`config.mk`:
```
export PLATFORM = sky130hd
export DESIGN_NAME = zt_pipe_sram
export DESIGN_NICKNAME = d
export VERILOG_FILES = /design/src/rtl/zt_sram_pkg.sv /design/src/rtl/zt_burst_seq.sv /design/src/rtl/zt_lane_array.sv /design/src/rtl/zt_pipe_sram.sv
export SDC_FILE = /design/constraint.sdc
export NUM_CORES = 1
export LEC_CHECK = 0
export ABC_AREA = 0
export BUFFER_PORTS_ARGS = -buffer_cell sky130_fd_sc_hd__buf_2
export CAP_MARGIN = 20
export CELL_PAD_IN_SITES_DETAIL_PLACEMENT = 0
export CELL_PAD_IN_SITES_GLOBAL_PLACEMENT = 2
export CORE_MARGIN = 5
export CORE_UTILIZATION = 49
export CTS_CLUSTER_DIAMETER = 120
export DETAILED_ROUTE_END_ITERATION = 10
export HOLD_SLACK_MARGIN = 0.02
export PLACE_DENSITY = 0.89
export SYNTH_ARGS = -nofsm -noshare
export SYNTH_HDL_FRONTEND = slang
export SYNTH_SLANG_ARGS = --single-unit
```
`constraint.sdc`:
```
create_clock -name clk -period 2.5 [get_ports clk]
set_input_delay 0.625 -clock clk [delete_from_list [all_inputs] [get_ports clk]]
set_output_delay 0.625 -clock clk [all_outputs]
set_load 0.02 [all_outputs]
```
`src/rtl/zt_sram_pkg.sv`:
```
package zt_sram_pkg;
   // Width of the burst beat index; a burst is 2**BEAT_W beats long.
   localparam int BEAT_W = 2;

   typedef enum logic {
      ORD_LINEAR = 1'b0,
      ORD_XOR    = 1'b1
   } burst_order_e;
endpackage

```
`src/rtl/zt_burst_seq.sv`:
```
module zt_burst_seq
   import zt_sram_pkg::*;
#(
   parameter bit HAS_IL = 1'b1
) (
   input  logic [BEAT_W-1:0] start_lo,
   input  logic [BEAT_W-1:0] idx,
   input  logic              il,
   output logic [BEAT_W-1:0] lo
);
   generate
      if (HAS_IL) begin : g_both
         assign lo = (burst_order_e'(il) == ORD_XOR) ? (start_lo ^ idx)
                                                     : BEAT_W'(start_lo + idx);
      end else begin : g_lin
         logic unused_il;
         assign unused_il = il;
         assign lo = BEAT_W'(start_lo + idx);
      end
   endgenerate
endmodule

```
`src/rtl/zt_lane_array.sv`:
```
module zt_lane_array #(
   parameter int AW     = 4,
   parameter int LANES  = 4,
   parameter int LANE_W = 9
) (
   input  logic                    clk,
   input  logic                    rst_n,
   input  logic                    wr_en,
   input  logic [LANES-1:0]        wr_lane,
   input  logic [AW-1:0]           wr_addr,
   input  logic [LANES*LANE_W-1:0] wr_data,
   input  logic [AW-1:0]           rd_addr,
   output logic [LANES*LANE_W-1:0] rd_data
);
   localparam int DEPTH = 1 << AW;

   for (genvar g = 0; g < LANES; g++) begin : g_lane
      logic [LANE_W-1:0] mem [DEPTH];

      always_ff @(posedge clk) begin
         if (wr_en && wr_lane[g]) mem[wr_addr] <= wr_data[g*LANE_W +: LANE_W];
      end

      assign rd_data[g*LANE_W +: LANE_W] = mem[rd_addr];


      lane_hold_chk: assert property (@(posedge clk) disable iff (!rst_n)
         !(wr_en && wr_lane[g]) |=> mem[$past(rd_addr)] === $past(rd_data[g*LANE_W +: LANE_W]));
   end
endmodule

```
`src/rtl/zt_pipe_sram.sv`:
```
module zt_pipe_sram
   import zt_sram_pkg::*;
#(
   parameter int AW     = 4,
   parameter int LANES  = 4,
   parameter int LANE_W = 9,
   parameter bit HAS_IL = 1'b1
) (
   input  logic                    clk,
   input  logic                    rst_n,
   input  logic                    cke_n,
   input  logic                    cs_n,
   input  logic                    adv,
   input  logic                    we_n,
   input  logic [LANES-1:0]        bw_n,
   input  logic [AW-1:0]           addr,
   input  logic                    oe_n,
   input  logic                    il_order,
   input  logic                    sleep,
   input  logic [LANES*LANE_W-1:0] din,
   output logic [LANES*LANE_W-1:0] dout,
   output logic                    dout_en
);
   localparam int DW = LANES * LANE_W;

   generate
      if (AW <= BEAT_W) begin : g_bad_aw
         initial $fatal(1, "AW must exceed the burst index width");
      end
      if (LANES < 1 || LANE_W < 1) begin : g_bad_lane
         initial $fatal(1, "lane count and lane width must be positive");
      end
   endgenerate

   typedef struct packed {
      logic             vld;
      logic             wr;
      logic [AW-1:0]    a;
      logic [LANES-1:0] bwn;
   } slot_t;

   slot_t             s1_q, s2_q, s1_d;
   logic [1:0]        slp_q;
   logic              run, load, desel, cont;
   logic              brst_act_q, brst_wr_q;
   logic [AW-1:0]     base_q, cur_a;
   logic [BEAT_W-1:0] cnt_q, seq_lo;
   logic [DW-1:0]     arr_rd, byp_rd, dout_q;
   logic              rd_vld_q, wr_fire;

   // Sleep request delay line: two edges to take effect, two to release.
   always_ff @(posedge clk or negedge rst_n) begin
      if (!rst_n) slp_q <= '0;
      else        slp_q <= {slp_q[0], sleep};
   end

   assign run   = !cke_n && !slp_q[1];
   assign load  = !adv && !cs_n;
   assign desel = !adv && cs_n;
   assign cont  = adv && brst_act_q;

   zt_burst_seq #(.HAS_IL(HAS_IL)) u_seq (
      .start_lo(base_q[BEAT_W-1:0]),
      .idx     (cnt_q),
      .il      (il_order),
      .lo      (seq_lo)
   );

   assign cur_a = load ? addr : {base_q[AW-1:BEAT_W], seq_lo};

   always_comb begin
      s1_d.vld = load || cont;
      s1_d.wr  = load ? !we_n : brst_wr_q;
      s1_d.a   = cur_a;
      s1_d.bwn = bw_n;
   end

   // Burst state
   always_ff @(posedge clk or negedge rst_n) begin
      if (!rst_n) begin
         brst_act_q <= 1'b0;
         brst_wr_q  <= 1'b0;
         base_q     <= '0;
         cnt_q      <= '0;
      end else if (run) begin
         if (load) begin
            brst_act_q <= 1'b1;
            brst_wr_q  <= !we_n;
            base_q     <= addr;
            cnt_q      <= BEAT_W'(1);
         end else if (desel) begin
            brst_act_q <= 1'b0;
         end else if (cont) begin
            cnt_q <= BEAT_W'(cnt_q + 1'b1);
         end
      end
   end

   // Two-stage command pipeline and output register
   always_ff @(posedge clk or negedge rst_n) begin
      if (!rst_n) begin
         s1_q     <= '0;
         s2_q     <= '0;
         rd_vld_q <= 1'b0;
         dout_q   <= '0;
      end else if (run) begin
         s1_q     <= s1_d;
         s2_q     <= s1_q;
         rd_vld_q <= s1_q.vld && !s1_q.wr;
         if (s1_q.vld && !s1_q.wr) dout_q <= byp_rd;
      end
   end

   assign wr_fire = run && s2_q.vld && s2_q.wr;

   zt_lane_array #(.AW(AW), .LANES(LANES), .LANE_W(LANE_W)) u_arr (
      .clk    (clk),
      .rst_n  (rst_n),
      .wr_en  (wr_fire),
      .wr_lane(~s2_q.bwn),
      .wr_addr(s2_q.a),
      .wr_data(din),
      .rd_addr(s1_q.a),
      .rd_data(arr_rd)
   );

   // Bypass: the write committing on this edge overrides the array per lane
   for (genvar g = 0; g < LANES; g++) begin : g_byp
      assign byp_rd[g*LANE_W +: LANE_W] =
         (s2_q.vld && s2_q.wr && !s2_q.bwn[g] && (s2_q.a == s1_q.a))
            ? din[g*LANE_W +: LANE_W] : arr_rd[g*LANE_W +: LANE_W];
   end

   assign dout    = dout_q;
   assign dout_en = rd_vld_q && !oe_n && !slp_q[1];


   burst_step_chk: assert property (@(posedge clk) disable iff (!rst_n)
      (run && cont) |=> cnt_q == BEAT_W'($past(cnt_q) + 1'b1));


   desel_end_chk: assert property (@(posedge clk) disable iff (!rst_n)
      (run && desel) |=> (!s1_q.vld && !brst_act_q));


   read_slot_chk: assert property (@(posedge clk) disable iff (!rst_n)
      (run && s1_q.vld && !s1_q.wr) |=> rd_vld_q);


   suspend_hold_chk: assert property (@(posedge clk) disable iff (!rst_n)
      cke_n |=> ($stable(dout_q) && $stable(s2_q) && $stable(cnt_q)));


   sleep_hold_chk: assert property (@(posedge clk) disable iff (!rst_n)
      slp_q[1] |=> ($stable(s1_q) && $stable(dout_q)));
endmodule

```
==> key figures, run 1 <==
STA
  – Unrepaired setup endpoints after global routing: false
  – Fin Setup TNS: 0 ps
  – Hold Vio Cnt, Final: 0
  – Highest clock rate: 443 MHz
  – Pins Over Slew Limit: 0
  – Clk_skew: about 11 ps
  – Worst Tran Pin Value: between 700 and 800 ps
  – Max-slew headroom: about half
  – Setup violators final: 0
  – Final period util: between 90 and 100%
  – Min Clock Period, post-route: between 2000 and 2500 ps

Die
  – Initial Utilization: about 50%
  – Io pins: 90
  – DIE AREA: between 50000 and 60000 µm²
  – Chip Height: ~230 µm
  – Die Width: 235 µm
  – Number of rows in the core area: 82
  – Core Area: around 50000 µm²

CTS
  – Post-CTS Setup Bufs: 0
  – CTS tree: done
  – Reg clk slew, reported paths: ~60 ps
  – Sink Count: ~640
  – Clk Latency, worst-skew pair: between 500 and 600 ps
  – Total CTS buffers: between 60 and 70
  – H-Tree Depth: 3
  – Clock Root Buffer: clkbuf_16
  – Clock Path Buffers: 3

Yosys
  – #FFs+latches synth: approximately 640
  – Syn nets: 1260
  – FFs w/ async S/R, synth: 10.3%
  – Cell Area, Synth: between 20000 and 25000 µm²
  – Number of synthesized flops with an enable pin: approximately 580
  – Netlist cell types: 33
  – Mapped Cells: 1206
  – Post-synth top area share: approximately 70%
  – Area leader, netlist: edfxtp_1
  – Syn Area/Cell: 20.6 µm²
  – Post-synth top flop: edfxtp_1
  – Synth top area cells: edfxtp_1, mux4_2, dfrtp_1
  – Seq/Total Area, Yosys: 76.4%
  – Yosys warning count: 0

Global route
  – Grt ovf: 0
  – First-pass GRT wire length: 82900 µm
  – Initial antenna violation count: 0
  – Vias in the first global route: ~13000
  – Largest net degree at the start of global routing: 74
  – All-Layer GR Usage: roughly a fifth

Setup path
  – Crit. End Element: flip-flop
  – Crit Path Category: flip-flop to flip-flop
  – Worst Path Max Fanout: 19
  – Critical path launch point type: flip-flop
  – Critical Path RT: 2960 ps
  – Crit path DAT: 2710 ps

Finish
  – Commonest cells after routing, fill and taps aside: edfxtp_1, mux4_2, buf_2, buf_4, nor2_1
  – Final #Nets: ~1400
  – Commonest non-fill, non-tap cell in the layout: edfxtp_1
  – Fillers: approximately 3700
  – Final cell count without fillers: 2116
  – Layout overhead on the synthesized area: 16.3%
  – Reg area: 19000 µm²
  – Area occupied by multi-input gates: approximately 5500 µm²
  – ANT cells: 0
  – Share of cells above drive strength 1: between 30% and 40%

Route
  – DR DRC count: 0
  – DR iter-0 viols: 1459
  – DR vias/cell: between 5 and 6
  – Final WL: 55100 µm
  – Initial DRT Pass Iterations: 5
  – Avg WL per Cell: 26.0 µm
  – Vias: around 12000
  – Final ANT Viol Nets: 0

Flow run
  – Max Cap Viol: 0

Pwr
  – Leak pwr: 9.79 nW
  – Power density over cell area: between 900 and 1000 nW/µm²
  – Maximum vdd drop: between 0.0004 and 0.0005 V

Worst hold path
  – Hold Crit Class: primary input to flip-flop

Placed design
  – Hpwl dp: roughly 32000 µm
  – Port Buffers: slightly below 90
  – Gp weighted congestion: roughly 0.74
  – Placed insts: approximately 2000

Run status
  – Status: completed
## sequential cells by signal, indices dropped and copies added (netlist names)
name and cells:
u_arr.g_lane.mem 576, dout 36, s1_q 10, s2_q 10
base_q 4, cnt_q 2, slp_q 2, brst_act_q 1
rd_vld_q 1
## routing by layer
metal  GRT usage [%]  vias to the layer above  routed length (µm)
li1                -                     5332                   -
met5               0                        -                   0
met3            4.58                       65                4250
met2            32.1                      532               27400
met1            27.5                     6518               22500
met4            5.41                        0                1010
## report_power, final
group	leakage (nW)	internal, mW	switching (mW)	total [mW]
sequential	5.99	12.2	0.416	12.6
clock	1.08	5.91	3.96	9.86
combinational	2.72	2.29	2.60	4.88
total	9.79	20.4	6.97	27.3
## synthesized netlist by cell type, types with 3 or more instances
master and instances:
a21oi_1 9, a221o_1 36, a22oi_1 72, and2_1 37
buf_1 11, buf_2 4, buf_4 5, buf_6 10
clkbuf_1 41, dfrtp_1 66, edfxtp_1 576, mux2_2 18
mux2i_1 4, mux4_2 144, nand2_1 48, nand2b_1 6
nand3_1 7, nor2_1 75, nor2b_1 7, nor3_2 5
o21a_1 4, o21ai_0 3, xnor2_1 6
## through the flow
step           worst slack, ps  util [%]  hold slack, ps  instance area [µm²]  power (mW)
3_5_place_dp              84.2      53.2             340                26600        17.7
6_report                   245      57.6             151                28800        27.3
3_3_place_gp              72.4      53.2             335                26600        17.6
5_1_grt                    115      57.6             136                28800        28.4
2_1_floorplan              310         -             329                24800        16.1
4_1_cts                    222      57.6             118                28800        27.6
## cell families after synthesis
logic type | Yosys count | synth area share, %
adders and majority gates | 1 | 0.0504
and+or+nand+nor | 192 | 3.71
AOI/OAI and AO/OA | 126 | 4.06
muxes | 166 | 14.1
DFF | 642 | 76.4
buffers and inverters | 73 | 1.51
xor gates and xnor gates | 6 | 0.212
## what timing repair did
item / 4_1_cts / 5_1_grt
hold buffers: 1 / 0
endpoints found under the setup margin: 0 / 0
gates resized for setup: 0 / 0
endpoints found under the hold margin: 33 / 0
## path summary, 6_finish.rpt
| path | endpoint | depth (start not counted) | from | slack [ps] |
|---|---|---|---|---|
| worst max-delay path | dout[9] | 6 | s1_q[4] | 240 |
| worst min-delay path | slp_q[0] | 1 | sleep | 150 |
| worst max register to register | dout[9] | 6 | s1_q[4] | 240 |
| worst min register to register | slp_q[1] | 0 | slp_q[0] | 350 |
| max in group asynchronous | dout[25] | 3 | rst_n | 1290 |
| min in group asynchronous | s1_q[0] | 2 | rst_n | 550 |
## cell type report
type                            instances  share of cell area, %
Clock buffer                           91                   6.64
Clock inverter                         32                   1.01
Multi-Input combinational cell        491                   19.1
Sequential cell                       642                   65.7
Tap cell                              672                   2.91
Timing Repair Buffer                  188                   4.66
## critical path, stage by stage (launching register included)
cell and delay [ps]:
dfrtp_4 570, buf_12 240, buf_12 190, mux4_2 510, a22oi_1 200, nand2_1 70
a221o_1 320
No activity file was read; power rests on OpenSTA's default activity.
==> run 2: changes to the inputs <==
- CORE_UTILIZATION: 49 -> 48
- PLACE_DENSITY: 0.89 -> 0.88
- SYNTH_HIERARCHICAL: default -> 1
==> run 2 against run 1 <==
  * Worst setup slack better by 11 ps
  * Total power up 7.0%
  * Design area grew 0.20%
  * Maximum frequency is 0.51% higher
  * Synthesized cell count up 8.5%
  * Critical path depth grew 1
  * First-iteration DRC count rose by 1.6%
  * Register-to-register slack barely moved
  * Largest power group unchanged
==> key figures, run 2 <==
Die
  – Initial Utilization: 48.5% (-1.0 points)
  – Die Width: 238 µm (+1.2%)
  – Number of rows in the core area: 83 (+1.2%)
  – DIE AREA: 56500 µm² (+2.3%)
  – Io pins: 90 (unchanged)
  – Core Area: 51300 µm² (+2.5%)
  – Chip Height: 238 µm (+1.2%)

Finish
  – Biggest register: u_arr/g_lane.mem
  – Area occupied by multi-input gates: 5580 µm² (+1.4%)
  – Max FFs per register: 576 (unchanged)
  – Fillers: 3881 (+4.6%)
  – Reg area: 19000 µm² (unchanged)
  – Final cell count without fillers: 2230 (+5.4%)
  – Commonest non-fill, non-tap cell in the layout: edfxtp_1
  – Final #Nets: 1553 (+7.5%)
  – Layout overhead on the synthesized area: 16.1%
  – ANT cells: 0 (unchanged)
  – Share of cells above drive strength 1: 28.3% (-3.4 points)
  – Commonest cells after routing, fill and taps aside: edfxtp_1, mux4_2, nor2_1, nand2_1, buf_4

Route
  – DR vias/cell: 5.87 (-0.16%)
  – Final WL: 56500 µm (+2.6%)
  – Final ANT Viol Nets: 0 (unchanged)
  – DR iter-0 viols: 1482 (+1.6%)
  – Initial DRT Pass Iterations: 5 (unchanged)
  – DR DRC count: 0 (unchanged)
  – Avg WL per Cell: 25.4 µm (-2.7%)
  – Vias: 13100 (+5.2%)

CTS
  – Total CTS buffers: 66 (-1.5%)
  – Post-CTS Setup Bufs: 0 (unchanged)
  – Post-CTS sizing: 0 (unchanged)
  – H-Tree Depth: 3 (unchanged)
  – Clock Path Buffers: 3 (unchanged)
  – CTS tree: done
  – Clock Root Buffer: clkbuf_16
  – Sink Count: 642 (unchanged)
  – Clk Latency, worst-skew pair: 590 ps (about the same)
  – Reg clk slew, reported paths: 60 ps (about the same)
  – Hold buffer count at cts: 0 (-1)

STA
  – Highest clock rate: 446 MHz (+0.51%)
  – Clk_skew: 13.6 ps (+2.77 ps)
  – Worst Tran Pin Value: 576 ps (-148 ps)
  – Pins Over Slew Limit: 0 (unchanged)
  – Final period util: 89.7% (-0.46 points)
  – Final worst slack: 256 ps (+11.5 ps)
  – Hold Vio Cnt, Final: 0 (unchanged)
  – Setup violators final: 0 (unchanged)
  – Max-slew headroom: 61.5% (+9.9 points)
  – Min Clock Period, post-route: 2240 ps (-11.5 ps)
  – Unrepaired setup endpoints after global routing: false

Yosys
  – FFs w/ async S/R, synth: 10.3% (unchanged)
  – Syn Area/Cell: 19.0 µm² (-7.6%)
  – Post-synth top flop: edfxtp_1
  – Seq/Total Area, Yosys: 76.1% (-0.26 points)
  – Count leader, synth: edfxtp_1
  – Area leader, netlist: edfxtp_1
  – Mapped Cells: 1309 (+8.5%)
  – Yosys warning count: 6 (+6)
  – Cell Area, Synth: 24900 µm² (+0.34%)
  – Synth top area cells: edfxtp_1, mux4_2, dfrtp_1
  – Netlist cell types: 30 (-9.1%)
  – Post-synth top area share: 69.5% (-0.24 points)
  – #FFs+latches synth: 642 (unchanged)
  – Post-synth top cells: edfxtp_1, mux4_2, nor2_1
  – Number of synthesized flops with an enable pin: 576 (unchanged)
  – Syn nets: 1363 (+8.2%)

Setup path
  – Top cell family by delay on the critical path: multiplexers
  – Crit path buffers/inverters: 2 (unchanged)
  – Critical Path RT: 2950 ps (about the same)
  – CP peak stage delay: 550 ps (-20 ps)
  – CP max-delay cell: mux4_2
  – Critical path cell sequence: buf_12 -> buf_4 -> mux4_2 -> a22oi_1 -> nand2_1 -> o21ai_0 -> a31oi_1
  – Crit. End Element: flip-flop
  – Crit path DAT: 2690 ps (-20 ps)
  – Critical path launch point type: flip-flop
  – Worst Path Max Fanout: 29 (+10)
  – Crit Path Category: flip-flop to flip-flop
  – Worst path depth: 7 (+1)
  – Cells on worst reg2reg path: 7 (+1)

Pwr
  – Maximum vdd drop: 0.000488 V (+6.6%)
  – Power density over cell area: 1010 nW/µm² (+6.7%)
  – Leak pwr: 9.61 nW (-1.9%)

Placed design
  – Placed insts: 2111 (+6.0%)
  – Port Buffers: 89 (unchanged)
  – Dpl ws: 177 ps (+92.9 ps)
  – Hpwl dp: 35200 µm (+11%)
  – Gp weighted congestion: 0.772 (+3.8%)

Global route
  – Largest net degree at the start of global routing: 74 (unchanged)
  – Grt ovf: 0 (unchanged)
  – Vias in the first global route: 13500 (+3.6%)
  – First-pass GRT wire length: 85600 µm (+3.2%)
  – Initial antenna violation count: 1 (+1)
  – All-Layer GR Usage: 20.1% (+0.32 points)

Flow run
  – Max Cap Viol: 0 (unchanged)

Worst hold path
  – Hold Crit Class: primary input to async pin

Run status
  – Status: completed
-- run 2: changes by cell type after synthesis, sizes merged, moves of 5 or more --
cell / before / now
and2: 37 / 1
nand2b: 6 / 1
nand3: 7 / 47
buf: 30 / 39
clkbuf: 43 / 31
mux2: 18 / 0
a21oi: 9 / 3
a31oi: 0 / 36
o21ai: 3 / 49
nand2: 48 / 103
nor2: 75 / 110
a221o: 36 / 0
-- run 2: path summary, 6_finish.rpt --
kind | from | to | slack (ps)
worst max-delay path | s1_q[4] | dout[23] | 260
worst min-delay path | rst_n | s1_q[4] | 40
worst max register to register | s1_q[4] | dout[23] | 260
worst min register to register | slp_q[0] | slp_q[1] | 350
max in group asynchronous | rst_n | dout[11] | 1830
min in group clk | sleep | slp_q[0] | 150
-- run 2: routing by layer --
metal / vias up / track usage, % / routed length, µm
li1: 5668 / - / -
met1: 6838 / 28.8 / 23800
met2: 512 / 32.0 / 27900
met3: 78 / 3.77 / 3620
met4: 0 / 6.24 / 1270
met5: - / 0 / 0
-- run 2: final cells by class --
type	count	area share, %
Sequential cell	642	65.6
Multi-Input combinational cell	593	19.3
Clock buffer	90	6.61
Timing Repair Buffer	192	4.87
Tap cell	680	2.94
Clock inverter	29	0.645
Inverter	4	0.0519
-- run 2: kinds of logic after synthesis --
family	Yosys count	synth area share [%]
DFF	642	76.1
and+or+nand+nor	276	4.62
AOI/OAI and AO/OA	162	4.19
muxes	148	13.2
buffers and inverters	74	1.60
xor gates and xnor gates	6	0.211
adders and majority gates	1	0.0503
-- run 2: worst reg2reg max path, stage by stage (launching register included) --
cell and delay [ps]:
dfrtp_4 480, buf_12 260, buf_4 290, mux4_2 560
a22oi_1 210, nand2_1 110, o21ai_0 90, a31oi_1 110
-- run 2: where the power goes --
part	total [mW]	leakage (nW)	switching, mW	internal (mW)
clock	9.44	1.03	3.88	5.56
sequential	12.5	5.95	0.389	12.1
combinational	7.30	2.62	4.01	3.29
total	29.2	9.61	8.28	21.0
-- run 2: per-stage QoR --
step / total power [mW] / setup TNS (ps) / instance area, µm² / utilization [%] / hold WS, ps
finish: 29.2 / 0 / 28900 / 56.3 / 37.3
global route: 30.5 / 0 / 28900 / 56.3 / 66.2
CTS: 29.5 / 0 / 28900 / 56.3 / 45.9
detailed placement: 20.1 / 0 / 26800 / 52.3 / 339
global placement: 20.0 / 0 / 26800 / 52.3 / 339
floorplan: 17.6 / -23270 / 24900 / - / 329
